$ cat config.mk
export PLATFORM = sky130hd
export DESIGN_NAME = rand_mem_exerciser
export DESIGN_NICKNAME = d
export VERILOG_FILES = /design/src/rtl/rmx_pkg.sv /design/src/rtl/rmx_addr_lcg.sv /design/src/rtl/rmx_data_gen.sv /design/src/rtl/rmx_scoreboard.sv /design/src/rtl/rand_mem_exerciser.sv
export SDC_FILE = /design/constraint.sdc
export NUM_CORES = 1
export LEC_CHECK = 0
export BUFFER_PORTS_ARGS = -buffer_cell sky130_fd_sc_hd__buf_2
export CORE_UTILIZATION = 50
export CTS_CLUSTER_SIZE = 24
export DETAILED_ROUTE_END_ITERATION = 10
export HOLD_SLACK_MARGIN = 0.02
export PLACE_DENSITY = 0.73
export SETUP_SLACK_MARGIN = 0.4
export SYNTH_ARGS = -nofsm -noshare
export SYNTH_HDL_FRONTEND = slang
export SYNTH_SLANG_ARGS = --single-unit
export TNS_END_PERCENT = 100
$ cat constraint.sdc
create_clock -name clk -period 7.4 [get_ports clk]
set_clock_uncertainty 0.15 [all_clocks]
set_input_delay 1.11 -clock clk [delete_from_list [all_inputs] [get_ports clk]]
set_output_delay 1.11 -clock clk [all_outputs]
set_load 0.01 [all_outputs]
$ cat src/rtl/rmx_pkg.sv
package rmx_pkg;
  localparam int DATA_W = 32;

  typedef enum logic [1:0] {
    ST_IDLE = 2'd0,
    ST_GAP  = 2'd1,
    ST_ACC  = 2'd2
  } rmx_state_e;

  // size code 3 is folded onto word transfers
  function automatic logic [1:0] size_code(input logic [1:0] sel);
    return (sel == 2'd3) ? 2'd2 : sel;
  endfunction

  function automatic logic [DATA_W-1:0] size_mask(input logic [DATA_W-1:0] d,
                                                  input logic [1:0] code);
    logic [DATA_W-1:0] r;
    case (code)
      2'd0:    r = {{(DATA_W-8){1'b0}}, d[7:0]};
      2'd1:    r = {{(DATA_W-16){1'b0}}, d[15:0]};
      default: r = d;
    endcase
    return r;
  endfunction

  function automatic logic [DATA_W-1:0] xs_step(input logic [DATA_W-1:0] x);
    logic [DATA_W-1:0] t;
    t = x ^ (x << 13);
    t = t ^ (t >> 17);
    t = t ^ (t << 5);
    return t;
  endfunction
endpackage

$ cat src/rtl/rmx_addr_lcg.sv
module rmx_addr_lcg #(
  parameter int IDX_W = 6,
  parameter int MULT  = 37,
  parameter int INC   = 23
) (
  input  logic             clk,
  input  logic             rst,
  input  logic             load,
  input  logic             step,
  input  logic [IDX_W-1:0] seed,
  output logic [IDX_W-1:0] idx
);
  localparam logic [31:0]      MULT_V = 32'(MULT);
  localparam logic [31:0]      INC_V  = 32'(INC);
  // multiplier forced to 1 mod 4 and increment forced odd: full period mod 2^IDX_W
  localparam logic [IDX_W-1:0] M_EFF  = {MULT_V[IDX_W-1:2], 2'b01};
  localparam logic [IDX_W-1:0] C_EFF  = {INC_V[IDX_W-1:1], 1'b1};

  logic [IDX_W-1:0] nxt;
  assign nxt = idx * M_EFF + C_EFF;

  always_ff @(posedge clk) begin
    if (rst)       idx <= '0;
    else if (load) idx <= seed;
    else if (step) idx <= nxt;
  end
endmodule

$ cat src/rtl/rmx_data_gen.sv
module rmx_data_gen
  import rmx_pkg::*;
(
  input  logic              clk,
  input  logic              rst,
  input  logic              load,
  input  logic              step,
  input  logic [DATA_W-1:0] seed,
  output logic [DATA_W-1:0] cur,
  output logic [DATA_W-1:0] nxt
);
  assign nxt = xs_step(cur);

  always_ff @(posedge clk) begin
    if (rst)       cur <= {{(DATA_W-1){1'b0}}, 1'b1};
    else if (load) cur <= seed;
    else if (step) cur <= nxt;
  end
endmodule

$ cat src/rtl/rmx_scoreboard.sv
module rmx_scoreboard
  import rmx_pkg::*;
#(
  parameter int AW    = 8,
  parameter int ERR_W = 8
) (
  input  logic              clk,
  input  logic              rst,
  input  logic              clr,
  input  logic              chk,
  input  logic [AW-1:0]     addr,
  input  logic [DATA_W-1:0] exp_d,
  input  logic [DATA_W-1:0] got_d,
  output logic [ERR_W-1:0]  err_count,
  output logic [AW-1:0]     fail_addr,
  output logic [DATA_W-1:0] fail_exp,
  output logic [DATA_W-1:0] fail_got
);
  logic miss;
  assign miss = chk && (exp_d != got_d);

  always_ff @(posedge clk) begin
    if (rst || clr) begin
      err_count <= '0;
      fail_addr <= '0;
      fail_exp  <= '0;
      fail_got  <= '0;
    end else if (miss) begin
      if (err_count != '1) err_count <= err_count + 1'b1;
      if (err_count == '0) begin
        fail_addr <= addr;
        fail_exp  <= exp_d;
        fail_got  <= got_d;
      end
    end
  end
endmodule

$ cat src/rtl/rand_mem_exerciser.sv
module rand_mem_exerciser
  import rmx_pkg::*;
#(
  parameter int IDX_W = 6,
  parameter int ERR_W = 8,
  parameter int GAP_W = 4,
  parameter int MULT  = 37,
  parameter int INC   = 23,
  localparam int AW   = IDX_W + 2
) (
  input  logic              clk,
  input  logic              rst,
  input  logic              start,
  input  logic [1:0]        size_sel,
  input  logic [IDX_W-1:0]  addr_seed,
  input  logic [DATA_W-1:0] data_seed,
  output logic              busy,
  output logic              done,
  output logic [ERR_W-1:0]  err_count,
  output logic [AW-1:0]     fail_addr,
  output logic [DATA_W-1:0] fail_exp,
  output logic [DATA_W-1:0] fail_got,
  output logic              mem_req,
  output logic              mem_we,
  output logic [1:0]        mem_size,
  output logic [AW-1:0]     mem_addr,
  output logic [DATA_W-1:0] mem_wdata,
  input  logic              mem_ack,
  input  logic [DATA_W-1:0] mem_rdata
);
  localparam logic [IDX_W-1:0] LAST = '1;

  rmx_state_e        state;
  logic              pass_q;
  logic [IDX_W-1:0]  cnt_q;
  logic [GAP_W-1:0]  gap_q;
  logic [IDX_W-1:0]  aseed_q;
  logic [DATA_W-1:0] dseed_q;

  logic [IDX_W-1:0]  idx;
  logic [DATA_W-1:0] dcur, dnxt, dseed_fix, dseed_sel;
  logic [IDX_W-1:0]  aseed_sel;
  logic              accept, hs, end_pass, gen_load;

  assign accept    = (state == ST_IDLE) && start;
  assign hs        = (state == ST_ACC) && mem_ack;
  assign end_pass  = hs && (cnt_q == LAST);
  assign gen_load  = accept || (end_pass && !pass_q);
  assign dseed_fix = (data_seed == '0) ? {{(DATA_W-1){1'b0}}, 1'b1} : data_seed;
  assign aseed_sel = (state == ST_IDLE) ? addr_seed : aseed_q;
  assign dseed_sel = (state == ST_IDLE) ? dseed_fix : dseed_q;

  rmx_addr_lcg #(.IDX_W(IDX_W), .MULT(MULT), .INC(INC)) u_addr (
    .clk(clk), .rst(rst), .load(gen_load), .step(hs), .seed(aseed_sel), .idx(idx)
  );

  rmx_data_gen u_data (
    .clk(clk), .rst(rst), .load(gen_load), .step(hs), .seed(dseed_sel),
    .cur(dcur), .nxt(dnxt)
  );

  rmx_scoreboard #(.AW(AW), .ERR_W(ERR_W)) u_score (
    .clk(clk), .rst(rst), .clr(accept), .chk(hs && pass_q),
    .addr(mem_addr),
    .exp_d(size_mask(dcur, mem_size)),
    .got_d(size_mask(mem_rdata, mem_size)),
    .err_count(err_count), .fail_addr(fail_addr),
    .fail_exp(fail_exp), .fail_got(fail_got)
  );

  always_ff @(posedge clk) begin
    if (rst) begin
      state     <= ST_IDLE;
      pass_q    <= 1'b0;
      cnt_q     <= '0;
      gap_q     <= '0;
      aseed_q   <= '0;
      dseed_q   <= '0;
      busy      <= 1'b0;
      done      <= 1'b0;
      mem_req   <= 1'b0;
      mem_we    <= 1'b0;
      mem_size  <= 2'd0;
      mem_addr  <= '0;
      mem_wdata <= '0;
    end else begin
      case (state)
        ST_IDLE: begin
          if (start) begin
            aseed_q  <= addr_seed;
            dseed_q  <= dseed_fix;
            mem_size <= size_code(size_sel);
            pass_q   <= 1'b0;
            cnt_q    <= '0;
            gap_q    <= dseed_fix[GAP_W-1:0];
            busy     <= 1'b1;
            done     <= 1'b0;
            state    <= ST_GAP;
          end
        end
        ST_GAP: begin
          if (gap_q == '0) begin
            mem_req   <= 1'b1;
            mem_we    <= !pass_q;
            mem_addr  <= {2'b00, idx} << mem_size;
            mem_wdata <= pass_q ? '0 : size_mask(dcur, mem_size);
            state     <= ST_ACC;
          end else begin
            gap_q <= gap_q - 1'b1;
          end
        end
        ST_ACC: begin
          if (mem_ack) begin
            mem_req <= 1'b0;
            if (cnt_q == LAST) begin
              if (!pass_q) begin
                pass_q <= 1'b1;
                cnt_q  <= '0;
                gap_q  <= dseed_q[GAP_W-1:0];
                state  <= ST_GAP;
              end else begin
                busy  <= 1'b0;
                done  <= 1'b1;
                state <= ST_IDLE;
              end
            end else begin
              cnt_q <= cnt_q + 1'b1;
              gap_q <= dnxt[GAP_W-1:0];
              state <= ST_GAP;
            end
          end
        end
        default: state <= ST_IDLE;
      endcase
    end
  end
endmodule

==> out/qor.txt, run 1 <==
Die ar. - 0.0218 mm^2
slew margin rel. - 18.5%
Pins Over Slew Limit - 0
commonest non-fill, non-tap cells in the layout - nand2_1, dfxtp_1, buf_2
vias - 9453
Tmin final - 4390 ps
grt ovf - 0
met3 Use GR - 3.52%
Worst-path clk slew - 60 ps
Area contributors post-synth - dfxtp_1, nand2_1, mux2i_1, xnor2_1, a21oi_1
HP Class - register to register
final setup fails - 0
die extent in y - 147 um
Rows - 52
DRC Markers - 0
Worst setup EP type - register
Clock Tree Root - clkbuf_16
proportion of layout cells with a drive suffix above 1 - 19.9%
Synth cell types - 49
CP arrival - 4670 ps
Initial Util - 51.6%
DRT Wirelength - 30.3 mm
final core occ - 60.2%
Final Net Count - 1523
crit-path leading delay family - simple AND/OR/NAND/NOR gates
area delta synth->final - 16.6%
number of I/O port buffers - 201
Top Usage Layer GRT - met2
delay of the slowest critical-path stage - 880 ps
Setup TNS Final - 0 ps
Max Clock Freq - 228 MHz
CTS tree - built
post-CTS sizing - 0
worst setup margin - 3010 ps
first-pass GRT wire length - 46.2 mm
aggregate global-route resource usage - 26.8%
IO Pins - 202
pin count of the biggest net entering global routing - 103
crit start category - register
TritonCTS Buffers - 24
Post-synth top flop - dfxtp_1
register area share after synthesis - 40.7%
RSZ-0062 raised after global routing - no
antenna-violating nets left - 0
Worst Setup Path Type - register to register
hold_buf cts - 0
status - finished clean
Chip Width - 147 um
number of flops mapped to enable cells by yosys - 0
Sink Count - 215
Post-CTS Setup Inserts - 0
Synth area leader - dfxtp_1
DR iter-0 viols - 691
slowest CP cell - and2_1
met1 GRT Util - 39.5%
post-synth top area share - 40.7%
via-per-instance ratio - 5.51
Place WS - 2830 ps
post-synthesis area per instance - 8.13 um^2
Leak - 5.37 nW
Final period util - 59.3%
GPL Wtd Cong - 0.842
cell breakdown of the critical path - inv_1 -> ha_1 -> and2_1 -> nand2_1 -> a221oi_1 -> o211ai_4 -> buf_4 -> or2_2 -> a21oi_1
max_cap viols - 0
pwr dens - 362 mW/mm^2
most common cell after layout, fill and taps aside - nand2_1
Worst Max-Slew Pin Slew - 1220 ps
final hold violation count - 0
worst vdd ir - 0.000318 V
Core Region - 0.0205 mm^2
Initial DRT Pass Iterations - 5
Yosys reg bits - 215
CP bufs+invs - 2
Cells after Synth - 1301
Ant. Diodes - 0
CP Data Required Time - 7680 ps
vias in the first global route - 8375
Synth warnings - 0
initial antenna violation count - 0
share of async-settable or async-resettable flops after synthesis - 0%
met2 Use GR - 41.5%
post-DP HPWL - 21.0 mm
# H-tree levels - 1
worst skew pair latency - 520 ps
Net Count, Synth - 1395
DR WL/cell - 17.6 um
clk buf depth - 3
Synth Cell Area - 0.0106 mm^2
crit path max fanout - 102
power breakdown:
part	switching (mW)	leakage, nW	internal [mW]
clock	0.474	0.392	0.696
combinational	0.995	3.22	0.697
sequential	0.292	1.75	1.32
total	1.76	5.37	2.71
tightest hold or removal path: stages (launching register included):
cell	delay [ps]
dfxtp_1	300
nand2_1	50
a21oi_1	50
synth_stat cells (2+ instances only):
| cell type | count |
|---|---|
| buf_2 | 16 |
| a31oi_1 | 2 |
| a211oi_1 | 47 |
| buf_4 | 3 |
| nand2_1 | 232 |
| and2_1 | 3 |
| clkbuf_1 | 81 |
| a41oi_1 | 2 |
| fa_1 | 2 |
| a2111o_1 | 2 |
| buf_8 | 2 |
| mux2_2 | 3 |
| mux2i_1 | 71 |
| a221oi_1 | 4 |
| a21o_1 | 2 |
| xnor2_1 | 73 |
| nand3_1 | 50 |
| nand2b_1 | 4 |
| nand4_1 | 8 |
| ha_1 | 16 |
| buf_6 | 2 |
| o21ai_0 | 24 |
| a211o_1 | 3 |
| nor2_1 | 118 |
| nor4_1 | 11 |
| dfxtp_1 | 215 |
| or3_1 | 7 |
| nand3b_1 | 10 |
| inv_1 | 21 |
| nor2b_1 | 10 |
| buf_1 | 9 |
| a21oi_1 | 127 |
| and3_1 | 9 |
| o211ai_1 | 4 |
| or2_2 | 27 |
| nor3_1 | 9 |
| xor2_1 | 58 |
| o22ai_1 | 3 |
state kept, by name, summed over array words and instances, names as in the netlist, 2 cells and up:
name / count
aseed_q: 6
mem_addr: 8
state: 2
mem_size: 2
cnt_q: 6
u_score.fail_exp: 32
gap_q: 4
u_data.cur: 32
mem_wdata: 32
u_addr.idx: 6
dseed_q: 32
u_score.fail_addr: 8
u_score.err_count: 8
u_score.fail_got: 32
routing by layer:
metal | routed length, um | vias up
met5 | 0 | -
met4 | 491 | 0
met3 | 2260 | 43
met2 | 13700 | 346
met1 | 13900 | 4451
li1 | - | 4613
metrics by stage:
stage          power, mW  area, um^2  std cells  hold slack [ps]
2_1_floorplan       2.86       10600       1301              286
3_3_place_gp        3.26       11600       1673              285
3_5_place_dp        3.29       11600       1673              291
4_1_cts             4.47       12300       1717              299
5_1_grt             4.72       12300       1717              321
6_report            4.47       12300       1717              297
cell type report:
| class | count | area, um^2 |
|---|---|---|
| multi-input cells | 952 | 5730 |
| clock inverters | 5 | 25.0 |
| repair buffers | 215 | 1110 |
| inverters | 21 | 78.8 |
| flip-flops and latches | 215 | 4300 |
| well taps | 270 | 338 |
| fillers | 1867 | 8150 |
| clock buffers | 39 | 758 |
cells by family after synthesis:
group           after synthesis  share of synthesized area (%)
compound gates              231                           13.2
xor+xnor                    131                           10.8
fa+ha+maj                    18                           2.27
buf+inv                     134                           5.40
flops                       215                           40.7
mux                          74                           7.03
simple gates                498                           20.6
worst paths after layout:
check,endpoint,slack (ps),cells after the start,startpoint
max,u_score.fail_exp[16],3010,9,state[0]
min,u_score.fail_got[22],300,2,u_score.fail_got[22]
min reg2reg,u_score.fail_got[22],300,2,u_score.fail_got[22]
max reg2reg,u_score.fail_exp[16],3010,9,state[0]
(Power assumes the default switching activity.)
==> inputs of run 2 (changes only) <==
PLACE_DENSITY = 0.76   (was 0.73)
clock period = 3.9 ns   (was 7.4 ns; I/O delays follow)
==> run 2 against run 1 <==
Against the previous run:
- register-to-register slack worse by 2100 ps
- via count is 2.6% higher
- worst setup slack worse by 2100 ps
- final area is 1.2% higher
- critical path type unchanged
- highest routed layer unchanged
- first-iteration DRC count is 1.3% lower
- hold slack worse by 120 ps
==> out/qor.txt, run 2 (synthesis gave the netlist of run 1 again) <==
start point of the worst hold path - addr_seed[0]
Setup TNS Final - 0 ps
Die ar. - 0.0218 mm^2
die extent in y - 147 um
clk buf depth - 3
crit path max fanout - 86
# H-tree levels - 1
final instance area - 0.0125 mm^2
Worst Max-Slew Pin Slew - 1210 ps
number of I/O port buffers - 201
post-CTS sizing - 0
Core Region - 0.0205 mm^2
Final Net Count - 1548
R2R setup slack - 900 ps
post-DP HPWL - 22.4 mm
pin count of the biggest net entering global routing - 89
R2R cell count - 6
CP Data Required Time - 4180 ps
area delta synth->final - 18.0%
Leak - 5.47 nW
via-per-instance ratio - 5.57
final setup fails - 0
worst setup margin - 904 ps
max_cap viols - 0
Rows - 52
Chip Width - 147 um
vias - 9699
Ant. Diodes - 0
proportion of layout cells with a drive suffix above 1 - 20.9%
Initial DRT Pass Iterations - 5
DRT Wirelength - 31.3 mm
hold_buf cts - 0
Hold Path Depth - 3
Max Clock Freq - 334 MHz
Final period util - 76.8%
Worst setup EP type - register
worst skew pair latency - 520 ps
vias in the first global route - 8755
Tmin final - 3000 ps
worst vdd ir - 0.000420 V
most common cell after layout, fill and taps aside - nand2_1
pwr dens - 682 mW/mm^2
crit start category - register
Initial Util - 51.6%
antenna-violating nets left - 0
CP arrival - 3280 ps
initial antenna violation count - 0
TritonCTS Buffers - 23
Worst Hold End - aseed_q[0]
Clock Tree Root - clkbuf_16
DR iter-0 viols - 682
Worst Setup Path Type - register to register
slew margin rel. - 19.1%
final hold violation count - 0
grt ovf - 0
Post-CTS Setup Inserts - 0
CTS tree - built
GPL Wtd Cong - 0.906
commonest non-fill, non-tap cells in the layout - nand2_1, dfxtp_1, buf_2
status - finished clean
total power - 8.51 mW
Worst-path clk slew - 60 ps
DRC Markers - 0
reg2reg start - mem_size[0]
IO Pins - 202
RSZ-0062 raised after global routing - no
Place WS - 688 ps
placed inst area - 0.0118 mm^2
HP Class - input pin to register
worst reg2reg endpoint - u_score.fail_exp[18]
aggregate global-route resource usage - 28.0%
first-pass GRT wire length - 48.3 mm
DR WL/cell - 18.0 um
Sink Count - 215
Pins Over Slew Limit - 0
==> run 2: final cells by class <==
cell class              count  area (um^2)
clock inverters             8         68.8
inverters                  21         78.8
well taps                 270          338
repair buffers            241         1350
fillers                  1871         8010
clock buffers              34          627
flip-flops and latches    215         4300
multi-input cells         952         5730
==> run 2: worst max path at each step <==
stage	start	end	slack (ps)
after floorplan	mem_rdata[28]	u_score.fail_addr[0]	1290
after global placement	mem_rdata[13]	u_score.fail_got[4]	710
after detailed placement	mem_rdata[13]	u_score.fail_got[4]	690
after CTS	mem_size[0]	u_score.fail_got[22]	940
after global routing	mem_size[0]	u_score.fail_got[19]	760
final	mem_size[0]	u_score.fail_exp[18]	900
==> run 2: where the power goes <==
| part | internal [mW] | switching [mW] |
|---|---|---|
| combinational | 1.44 | 2.17 |
| clock | 1.18 | 0.882 |
| sequential | 2.50 | 0.337 |
| total | 5.12 | 3.39 |
==> run 2: worst max-delay path: stages (launching register included) <==
cell and delay [ps]:
dfxtp_1 760, o41ai_1 250, a221oi_1 670, o211ai_4 290
buf_12 290, or2_2 330, a21oi_1 150
==> run 2: per-layer routing <==
| layer | global-route usage (%) | wire length, um | vias up |
|---|---|---|---|
| met1 | 40.1 | 13900 | 4521 |
| met2 | 43.9 | 14000 | 447 |
| met4 | 8.66 | 813 | 0 |
| met3 | 3.43 | 2570 | 66 |
| li1 | - | - | 4665 |
| met5 | 0 | 0 | - |
==> run 2: per-stage QoR <==
stage	utilization, %	hold WS [ps]	cells
floorplan	-	286	1301
global placement	57.5	285	1699
detailed placement	57.5	292	1699
CTS	60.9	167	1741
global route	60.9	165	1741
finish	60.9	177	1741
